==> src/rtl/irqc_pkg.sv <==
package irqc_pkg;
  typedef enum logic [1:0] {
    RA_PEND = 2'd0,
    RA_MASK = 2'd1,
    RA_TRIG = 2'd2,
    RA_VEC  = 2'd3
  } reg_addr_e;

  // Bit position of external pin i in the interleaved pending word.
  function automatic int unsigned pin_pos(int unsigned i);
    return 2 * i;
  endfunction

  // Bit position of internal level i in the interleaved pending word.
  function automatic int unsigned lvl_pos(int unsigned i);
    return 2 * i + 1;
  endfunction
endpackage

==> src/rtl/irqc_pend_bank.sv <==
module irqc_pend_bank #(
  parameter int NPIN = 8,
  localparam int NSRC = 2 * NPIN
) (
  input  logic            clk,
  input  logic            rst_n,
  input  logic [NPIN-1:0] pin_n,
  input  logic [NPIN-1:0] lvl_in,
  input  logic [NPIN-1:0] trig_edge,
  input  logic [NPIN-1:0] clr_pin,
  output logic [NSRC-1:0] pend,
  output logic [NPIN-1:0] fall_evt
);
  logic [NPIN-1:0] pin_prev;

  always_ff @(posedge clk or negedge rst_n) begin
    if (!rst_n) pin_prev <= '1;
    else        pin_prev <= pin_n;
  end

  for (genvar i = 0; i < NPIN; i++) begin : g_src
    localparam int PB = irqc_pkg::pin_pos(i);
    localparam int LB = irqc_pkg::lvl_pos(i);

    assign fall_evt[i] = pin_prev[i] & ~pin_n[i];

    always_ff @(posedge clk or negedge rst_n) begin
      if (!rst_n) begin
        pend[PB] <= 1'b0;
        pend[LB] <= 1'b0;
      end else begin
        if (trig_edge[i]) pend[PB] <= fall_evt[i] | (pend[PB] & ~clr_pin[i]);
        else              pend[PB] <= ~pin_n[i];
        pend[LB] <= lvl_in[i];
      end
    end
  end
endmodule

==> src/rtl/irqc_prio_arb.sv <==
module irqc_prio_arb #(
  parameter int NSRC = 16,
  parameter int VECW = 8,
  localparam int IDXW = $clog2(NSRC)
) (
  input  logic [NSRC-1:0] cand,
  output logic            any,
  output logic [IDXW-1:0] win_idx,
  output logic [VECW-1:0] vec
);
  always_comb begin
    win_idx = '0;
    for (int i = NSRC - 1; i >= 0; i--) begin
      if (cand[i]) win_idx = IDXW'(i);
    end
  end

  assign any = |cand;
  assign vec = any ? (VECW'(win_idx) << 2) : '0;
endmodule

==> src/rtl/irq_interleave_ctrl.sv <==
module irq_interleave_ctrl #(
  parameter int NPIN = 8,
  parameter int VECW = 8,
  localparam int NSRC = 2 * NPIN,
  localparam int IDXW = $clog2(NSRC)
) (
  input  logic            clk,
  input  logic            rst_n,
  input  logic [NPIN-1:0] ext_pin_n,
  input  logic [NPIN-1:0] int_lvl,
  input  logic            reg_wr,
  input  logic            reg_rd,
  input  logic [1:0]      reg_addr,
  input  logic [NSRC-1:0] reg_wdata,
  output logic [NSRC-1:0] reg_rdata,
  output logic            core_req,
  output logic            nmi_req,
  output logic [VECW-1:0] vec_code
);
  import irqc_pkg::*;

  logic [NSRC-1:0] pend_q;
  logic [NSRC-1:0] mask_q;
  logic [NPIN-1:0] trig_q;
  logic [NPIN-1:0] clr_pin;
  logic [NPIN-1:0] fall_evt;
  logic [NSRC-1:0] cand;
  logic [IDXW-1:0] win_idx;
  reg_addr_e       addr_e;

  assign addr_e = reg_addr_e'(reg_addr);

  for (genvar i = 0; i < NPIN; i++) begin : g_clr
    assign clr_pin[i] = reg_wr && (addr_e == RA_PEND) && reg_wdata[pin_pos(i)];
  end

  irqc_pend_bank #(.NPIN(NPIN)) u_pend (
    .clk      (clk),
    .rst_n    (rst_n),
    .pin_n    (ext_pin_n),
    .lvl_in   (int_lvl),
    .trig_edge(trig_q),
    .clr_pin  (clr_pin),
    .pend     (pend_q),
    .fall_evt (fall_evt)
  );

  // Pin 0 goes to the non-maskable path and is removed from arbitration.
  assign cand    = pend_q & mask_q & ~NSRC'(1);
  assign nmi_req = pend_q[0];

  irqc_prio_arb #(.NSRC(NSRC), .VECW(VECW)) u_arb (
    .cand   (cand),
    .any    (core_req),
    .win_idx(win_idx),
    .vec    (vec_code)
  );

  always_ff @(posedge clk or negedge rst_n) begin
    if (!rst_n) begin
      mask_q    <= '0;
      trig_q    <= '0;
      reg_rdata <= '0;
    end else begin
      if (reg_wr && addr_e == RA_MASK) mask_q <= reg_wdata;
      if (reg_wr && addr_e == RA_TRIG) trig_q <= reg_wdata[NPIN-1:0];
      if (reg_rd) begin
        case (addr_e)
          RA_PEND: reg_rdata <= pend_q;
          RA_MASK: reg_rdata <= mask_q;
          RA_TRIG: reg_rdata <= NSRC'(trig_q);
          default: reg_rdata <= NSRC'(vec_code);
        endcase
      end
    end
  end
endmodule

==> config.mk <==
export PLATFORM = sky130hd
export DESIGN_NAME = irq_interleave_ctrl
export DESIGN_NICKNAME = d
export VERILOG_FILES = /design/src/rtl/irqc_pkg.sv /design/src/rtl/irqc_pend_bank.sv /design/src/rtl/irqc_prio_arb.sv /design/src/rtl/irq_interleave_ctrl.sv
export SDC_FILE = /design/constraint.sdc
export NUM_CORES = 1
export LEC_CHECK = 0
export CAP_MARGIN = 10
export CELL_PAD_IN_SITES_DETAIL_PLACEMENT = 1
export CELL_PAD_IN_SITES_GLOBAL_PLACEMENT = 1
export CORE_ASPECT_RATIO = 0.7
export CORE_MARGIN = 4
export CORE_UTILIZATION = 42
export CTS_CLUSTER_SIZE = 25
export DETAILED_ROUTE_END_ITERATION = 8
export PLACE_DENSITY = 0.93
export SLEW_MARGIN = 20
export SYNTH_ARGS = -nofsm -noshare
export SYNTH_HDL_FRONTEND = slang
export SYNTH_SLANG_ARGS = --single-unit
==> constraint.sdc <==
create_clock -name clk -period 4.8 [get_ports clk]
set_input_delay 1.44 -clock clk [delete_from_list [all_inputs] [get_ports clk]]
set_output_delay 1.44 -clock clk [all_outputs]
set_load 0.1 [all_outputs]
==> flow_metrics.py, run 1 <==
metrics = {
    "run_status": {
        "status": "complete, no violations",
    },
    "routing": {
        "drtIter0Drc": 96,
        "wire_per_inst_microns": 19.4,
        "vias_per_cell": 5.47,
        "drc": 0,
        "totalWireLength_microns": 7810,
        "first_pass_iters": 4,
        "num_vias": 2200,
        "drt.antenna.violating_nets": 0,
    },
    "clock_tree": {
        "cts_tree": "built",
        "clk_pin_slew_ns": 0.06,
        "clock_latency_ns": 0.34,
        "cts.repair.resized": 0,
        "cts_made_buffers": 9,
        "cts_max_level": 3,
        "cts_setup_buffers": 0,
        "clock_sinks": 64,
        "clockBufferDepth": 2,
        "cts_root_buf": "clkbuf_8",
        "postCtsHoldBufs": 0,
    },
    "sta": {
        "slew_viol_final": 0,
        "fmax_mhz": 232,
        "tightest_slew_ns": 0.986,
        "setup_viol": 0,
        "skew_ns": 0.00714,
        "slew_headroom": 0.341,
        "rsz0062_at_grt": "false",
        "hold_viol_final": 0,
        "timing.hold.ws_ns": 0.515,
        "tns_ns": 0,
        "period_minus_slack_ns": 4.31,
        "finalCritPeriodShare": 0.898,
    },
    "synthesis": {
        "async_flop_share": 1.00,
        "synth_edf_count": 0,
        "synth_area_sq_um": 2840,
        "seq_area_frac_synth": 0.567,
        "synth_cells": 244,
        "ys_warn_count": 0,
        "avgSynthCellArea_sq_um": 11.7,
        "ys_ff_latch": 64,
        "ys.flop_type": "dfrtp_1",
        "synth.distinct_cells": 35,
    },
    "critical_path": {
        "critPathMaxFanout": 5,
        "path_cells": "a22oi_1 > o21ai_0 > o21ai_0 > and3_1 > clkdlybuf4s50_1",
        "crit_slowest_cell": "clkdlybuf4s50_1",
        "crit_top_cell": "o21ai_0",
        "cp-start-kind": "flop",
        "cp.required_ns": 3.36,
        "critPathKind": "flop to primary output",
        "cp-end-kind": "primary output",
        "max_stage_delay_ns": 1.13,
        "crit_arrival_ns": 2.87,
    },
    "global_routing": {
        "antenna_found_initial": 0,
        "first_global_vias": 2400,
        "grt_overflow": 0,
        "grt_pass1_wl_microns": 12900,
        "groute.usage.overall": 0.202,
        "grt_max_degree": 48,
    },
    "final_layout": {
        "final_cell_count_no_fill": 402,
        "nFillCells": 705,
        "num_antenna_cells": 0,
        "syn2layout_area_growth_pct": 29.0,
        "finish.utilization": 0.574,
        "layout.nets": 344,
        "layout-drive-gt1-share": 0.177,
    },
    "power_and_ir_drop": {
        "leakage_nw": 1.55,
        "ir_drop_v": 0.000191,
        "p_per_area_nw_per_um2": 461,
    },
    "place": {
        "hpwl_microns": 5680,
        "routabilityCongestion": 0.800,
        "port_buffers": 59,
        "place_inst": 386,
    },
    "floorplanning": {
        "io_pins": 64,
        "die_width_microns": 106,
        "start_util": 0.444,
        "die_area_sq_um": 8170,
        "coreArea_sq_um": 6400,
        "num_rows": 24,
        "die_y_microns": 76.8,
    },
    "flow_run": {
        "maxCapViolCount": 0,
    },
    "worst_hold_path": {
        "hold_class": "flop to flop",
    },
}
[metal layers]
| layer | share of wire | global-route usage | vias to the layer above |
|---|---|---|---|
| li1 | - | - | 1001 |
| met1 | 0.44 | 0.276 | 1113 |
| met2 | 0.49 | 0.322 | 79 |
| met3 | 0.063 | 0.0512 | 7 |
| met4 | 0.0078 | 0.0530 | 0 |
| met5 | 0 | 0 | - |
[metrics by stage]
stage / setup WS (ns) / cell area (sq um) / power (mW)
2_1_floorplan: 0.993 / 2850 / 1.11
3_3_place_gp: 1.02 / 3490 / 1.26
3_5_place_dp: 0.941 / 3490 / 1.29
4_1_cts: 0.518 / 3670 / 1.70
5_1_grt: 0.368 / 3670 / 1.77
6_report: 0.491 / 3670 / 1.69
[power by group]
group / total (mW) / internal (mW) / leakage (nW) / switching, mW
sequential: 0.708 / 0.620 / 0.753 / 0.0878
clock: 0.405 / 0.216 / 0.0877 / 0.189
combinational: 0.579 / 0.185 / 0.706 / 0.394
[cells in the mapped netlist, drive strengths merged (2+ instances only)]
library cell	instances	area share
mux2	27	0.11
a22oi	7	0.018
o221ai	2	0.0062
mux2i	13	0.046
nand2b	3	0.0066
nor2b	10	0.022
dfrtp	56	0.49
o22ai	9	0.020
nor2	10	0.013
dfstp	8	0.074
nand2	21	0.028
clkbuf	6	0.0079
a21oi	10	0.018
o21ai	11	0.019
nand3	10	0.018
nand3b	2	0.0053
buf	7	0.015
a31oi	5	0.011
a22o	6	0.018
inv	9	0.012
[registers in the layout, indices dropped and copies added, names as in the netlist]
register,count
trig_q,8
u_pend.pin_prev,8
u_pend.pend,16
reg_rdata,16
mask_q,16
[worst paths after layout]
kind | start | to | slack (ns) | depth (start not counted)
min in group asynchronous | rst_n | trig_q[3]$_DFFE_PN0P_ | 1.10 | 1
max in group asynchronous | rst_n | u_pend.pin_prev[2]$_DFF_PN1_ | 2.96 | 2
min reg2reg | mask_q[0]$_DFFE_PN0P_ | mask_q[0]$_DFFE_PN0P_ | 0.52 | 1
min | mask_q[0]$_DFFE_PN0P_ | mask_q[0]$_DFFE_PN0P_ | 0.52 | 1
max | u_pend.pend[8]$_DFF_PN0_ | vec_code[3] | 0.49 | 5
max reg2reg | mask_q[12]$_DFFE_PN0P_ | reg_rdata[4]$_DFFE_PN0P_ | 2.78 | 5
[critical path: cells and delay by family (launching register included)]
family | cells | cell delay [ns]
buffers and inverters | 1 | 1.13
AO/OA/AOI/OAI | 3 | 0.73
flip-flops | 1 | 0.45
AND/OR/NAND/NOR | 1 | 0.22
[cells by family (layout without fill, tap and decap cells)]
group | count (synthesis) | count (layout) | synth area share
flops | 64 | 64 | 0.567
simple gates | 62 | 62 | 0.109
compound gates | 54 | 54 | 0.125
mux | 41 | 41 | 0.163
buf+inv | 22 | 86 | 0.0352
other cells | 1 | 4 | 0.00132
[layout by cell type (no fill, tap or decap), types with 7 or more instances in the layout]
| cell type | Yosys | routed |
|---|---|---|
| o22ai_1 | 9 | 9 |
| clkdlybuf4s50_1 | 0 | 55 |
| a21oi_1 | 10 | 10 |
| inv_1 | 9 | 9 |
| nor2_1 | 10 | 10 |
| a22oi_1 | 7 | 7 |
| o21ai_0 | 11 | 11 |
| mux2i_1 | 13 | 13 |
| dfstp_2 | 8 | 8 |
| clkbuf_8 | 0 | 11 |
| mux2_2 | 26 | 26 |
| nor2b_1 | 10 | 10 |
| nand2_1 | 21 | 21 |
| dfrtp_1 | 56 | 56 |
| nand3_1 | 10 | 10 |
[layout make-up]
cell class                      count  area (sq um)  area share
Clock buffer                       15           166      0.0454
Clock inverter                      1          5.00     0.00136
Inverter                            9          33.8     0.00921
Multi-Input combinational cell    161          1140       0.311
Sequential cell                    64          1610       0.439
Tap cell                           91           114      0.0310
Timing Repair Buffer               61           596       0.162
No activity file was read; power rests on OpenSTA's default activity.
==> inputs of run 2 (changes only) <==
--- a/config.mk
+++ b/config.mk
@@ -13,7 +13,8 @@
 export CORE_UTILIZATION = 42
 export CTS_CLUSTER_SIZE = 25
 export DETAILED_ROUTE_END_ITERATION = 8
-export PLACE_DENSITY = 0.93
+export PLACE_DENSITY_LB_ADDON = 0.2
+export SKIP_LAST_GASP = 1
 export SLEW_MARGIN = 20
 export SYNTH_ARGS = -nofsm -noshare
 export SYNTH_HDL_FRONTEND = slang
==> flow_metrics.py, run 2 (synthesis results as in run 1) <==
metrics = {
    "clock_tree": {
        "cts_tree": "built",
        "cts_setup_buffers": 0,
        "cts_made_buffers": 9,
        "clock_sinks": 64,
        "cts_root_buf": "clkbuf_8",
        "clk_pin_slew_ns": 0.06,
        "cts_max_level": 3,
        "cts.repair.resized": 0,
        "postCtsHoldBufs": 0,
        "clockBufferDepth": 2,
        "clock_latency_ns": 0.35,
    },
    "critical_path": {
        "cp-start-kind": "flop",
        "cp-startpoint": "mask_q[10]$_DFFE_PN0P_",
        "cp-end-kind": "primary output",
        "r2r-end": "reg_rdata[4]$_DFFE_PN0P_",
        "critPathKind": "flop to primary output",
        "crit_arrival_ns": 2.76,
        "r2r_slack_ns": 2.89,
        "cp-endpoint": "vec_code[3]",
        "rr_startpoint": "mask_q[12]$_DFFE_PN0P_",
        "cp.required_ns": 3.36,
        "critPathMaxFanout": 5,
        "reg2regPathDepth": 5,
    },
    "sta": {
        "tightest_slew_ns": 0.998,
        "hold_viol_final": 0,
        "skew_ns": 0.0105,
        "setup_viol": 0,
        "period_minus_slack_ns": 4.20,
        "fmax_mhz": 238,
        "tns_ns": 0,
        "slew_headroom": 0.333,
        "finalCritPeriodShare": 0.875,
        "rsz0062_at_grt": "false",
        "timing.hold.ws_ns": 0.507,
        "slew_viol_final": 0,
    },
    "place": {
        "routabilityCongestion": 0.801,
        "dpl_cell_area_sq_um": 3490,
        "port_buffers": 59,
        "hpwl_microns": 5560,
    },
    "routing": {
        "drt.antenna.violating_nets": 0,
        "drc": 0,
        "first_pass_iters": 4,
        "drtIter0Drc": 94,
        "vias_per_cell": 5.44,
        "totalWireLength_microns": 7460,
        "wire_per_inst_microns": 18.6,
        "num_vias": 2187,
    },
    "final_layout": {
        "num_antenna_cells": 0,
        "mostFrequentLayoutCell": "dfrtp_1",
        "syn2layout_area_growth_pct": 30.1,
        "most-common-layout-cells": "56 x dfrtp_1, 55 x clkdlybuf4s50_1, 26 x mux2_2",
        "reg_top3": "mask_q (16), reg_rdata (16), u_pend.pend (16)",
        "layout-drive-gt1-share": 0.180,
        "layout.nets": 344,
        "final_cell_area_sq_um": 3700,
        "finish.utilization": 0.578,
    },
    "global_routing": {
        "first_global_vias": 2234,
        "antenna_found_initial": 0,
        "grt_pass1_wl_microns": 12300,
        "grt_max_degree": 37,
        "groute.usage.overall": 0.199,
        "grt_overflow": 0,
    },
    "floorplanning": {
        "die_area_sq_um": 8170,
        "die_y_microns": 76.8,
        "die_width_microns": 106,
        "io_pins": 64,
        "start_util": 0.444,
        "num_rows": 24,
        "coreArea_sq_um": 6400,
    },
    "flow_run": {
        "maxCapViolCount": 0,
    },
    "power_and_ir_drop": {
        "p_per_area_nw_per_um2": 477,
        "leakage_nw": 1.56,
        "ir_drop_v": 0.000240,
    },
    "run_status": {
        "status": "complete, no violations",
    },
    "worst_hold_path": {
        "hold_class": "flop to flop",
    },
}
-- run 2: worst min-delay path by stage --
| stage | startpoint | endpoint | cells past startpoint |
|---|---|---|---|
| after floorplan | mask_q[0]$_DFFE_PN0P_ | mask_q[0]$_DFFE_PN0P_ | 1 |
| after global placement | mask_q[0]$_DFFE_PN0P_ | mask_q[0]$_DFFE_PN0P_ | 1 |
| after detailed placement | mask_q[0]$_DFFE_PN0P_ | mask_q[0]$_DFFE_PN0P_ | 1 |
| after CTS | mask_q[0]$_DFFE_PN0P_ | mask_q[0]$_DFFE_PN0P_ | 1 |
| after global routing | mask_q[0]$_DFFE_PN0P_ | mask_q[0]$_DFFE_PN0P_ | 1 |
| final | mask_q[0]$_DFFE_PN0P_ | mask_q[0]$_DFFE_PN0P_ | 1 |
-- run 2: worst max-delay path: stages (launching register included) --
cell	delay (ns)
dfrtp_1	0.43
a22o_1	0.27
nor4_1	0.40
nand2_1	0.16
and3_1	0.20
clkdlybuf4s50_1	0.96
-- run 2: final cells by class --
| class | count | area [sq um] |
|---|---|---|
| Multi-Input combinational cell | 161 | 1140 |
| Sequential cell | 64 | 1610 |
| Inverter | 9 | 33.8 |
| Fill cell | 708 | 2700 |
| Clock buffer | 12 | 135 |
| Tap cell | 91 | 114 |
| Timing Repair Buffer | 61 | 593 |
| Clock inverter | 4 | 70.1 |
-- run 2: per-stage QoR --
step / total power, mW / std cells / setup slack, ns
2_1_floorplan: 1.11 / 247 / 0.993
3_3_place_gp: 1.27 / 386 / 0.983
3_5_place_dp: 1.28 / 386 / 0.960
4_1_cts: 1.78 / 402 / 0.591
5_1_grt: 1.85 / 402 / 0.418
6_report: 1.77 / 402 / 0.601
-- run 2: routing by layer --
metal / vias up / share of wire / GRT usage
li1: 999 / - / -
met1: 1101 / 0.47 / 0.274
met2: 76 / 0.45 / 0.303
met3: 11 / 0.064 / 0.0554
met4: 0 / 0.017 / 0.0673
met5: - / 0 / 0
-- run 2: report_power, final --
part | internal (mW) | total, mW | switching [mW]
clock network | 0.291 | 0.491 | 0.200
logic | 0.185 | 0.572 | 0.387
registers | 0.620 | 0.704 | 0.0832
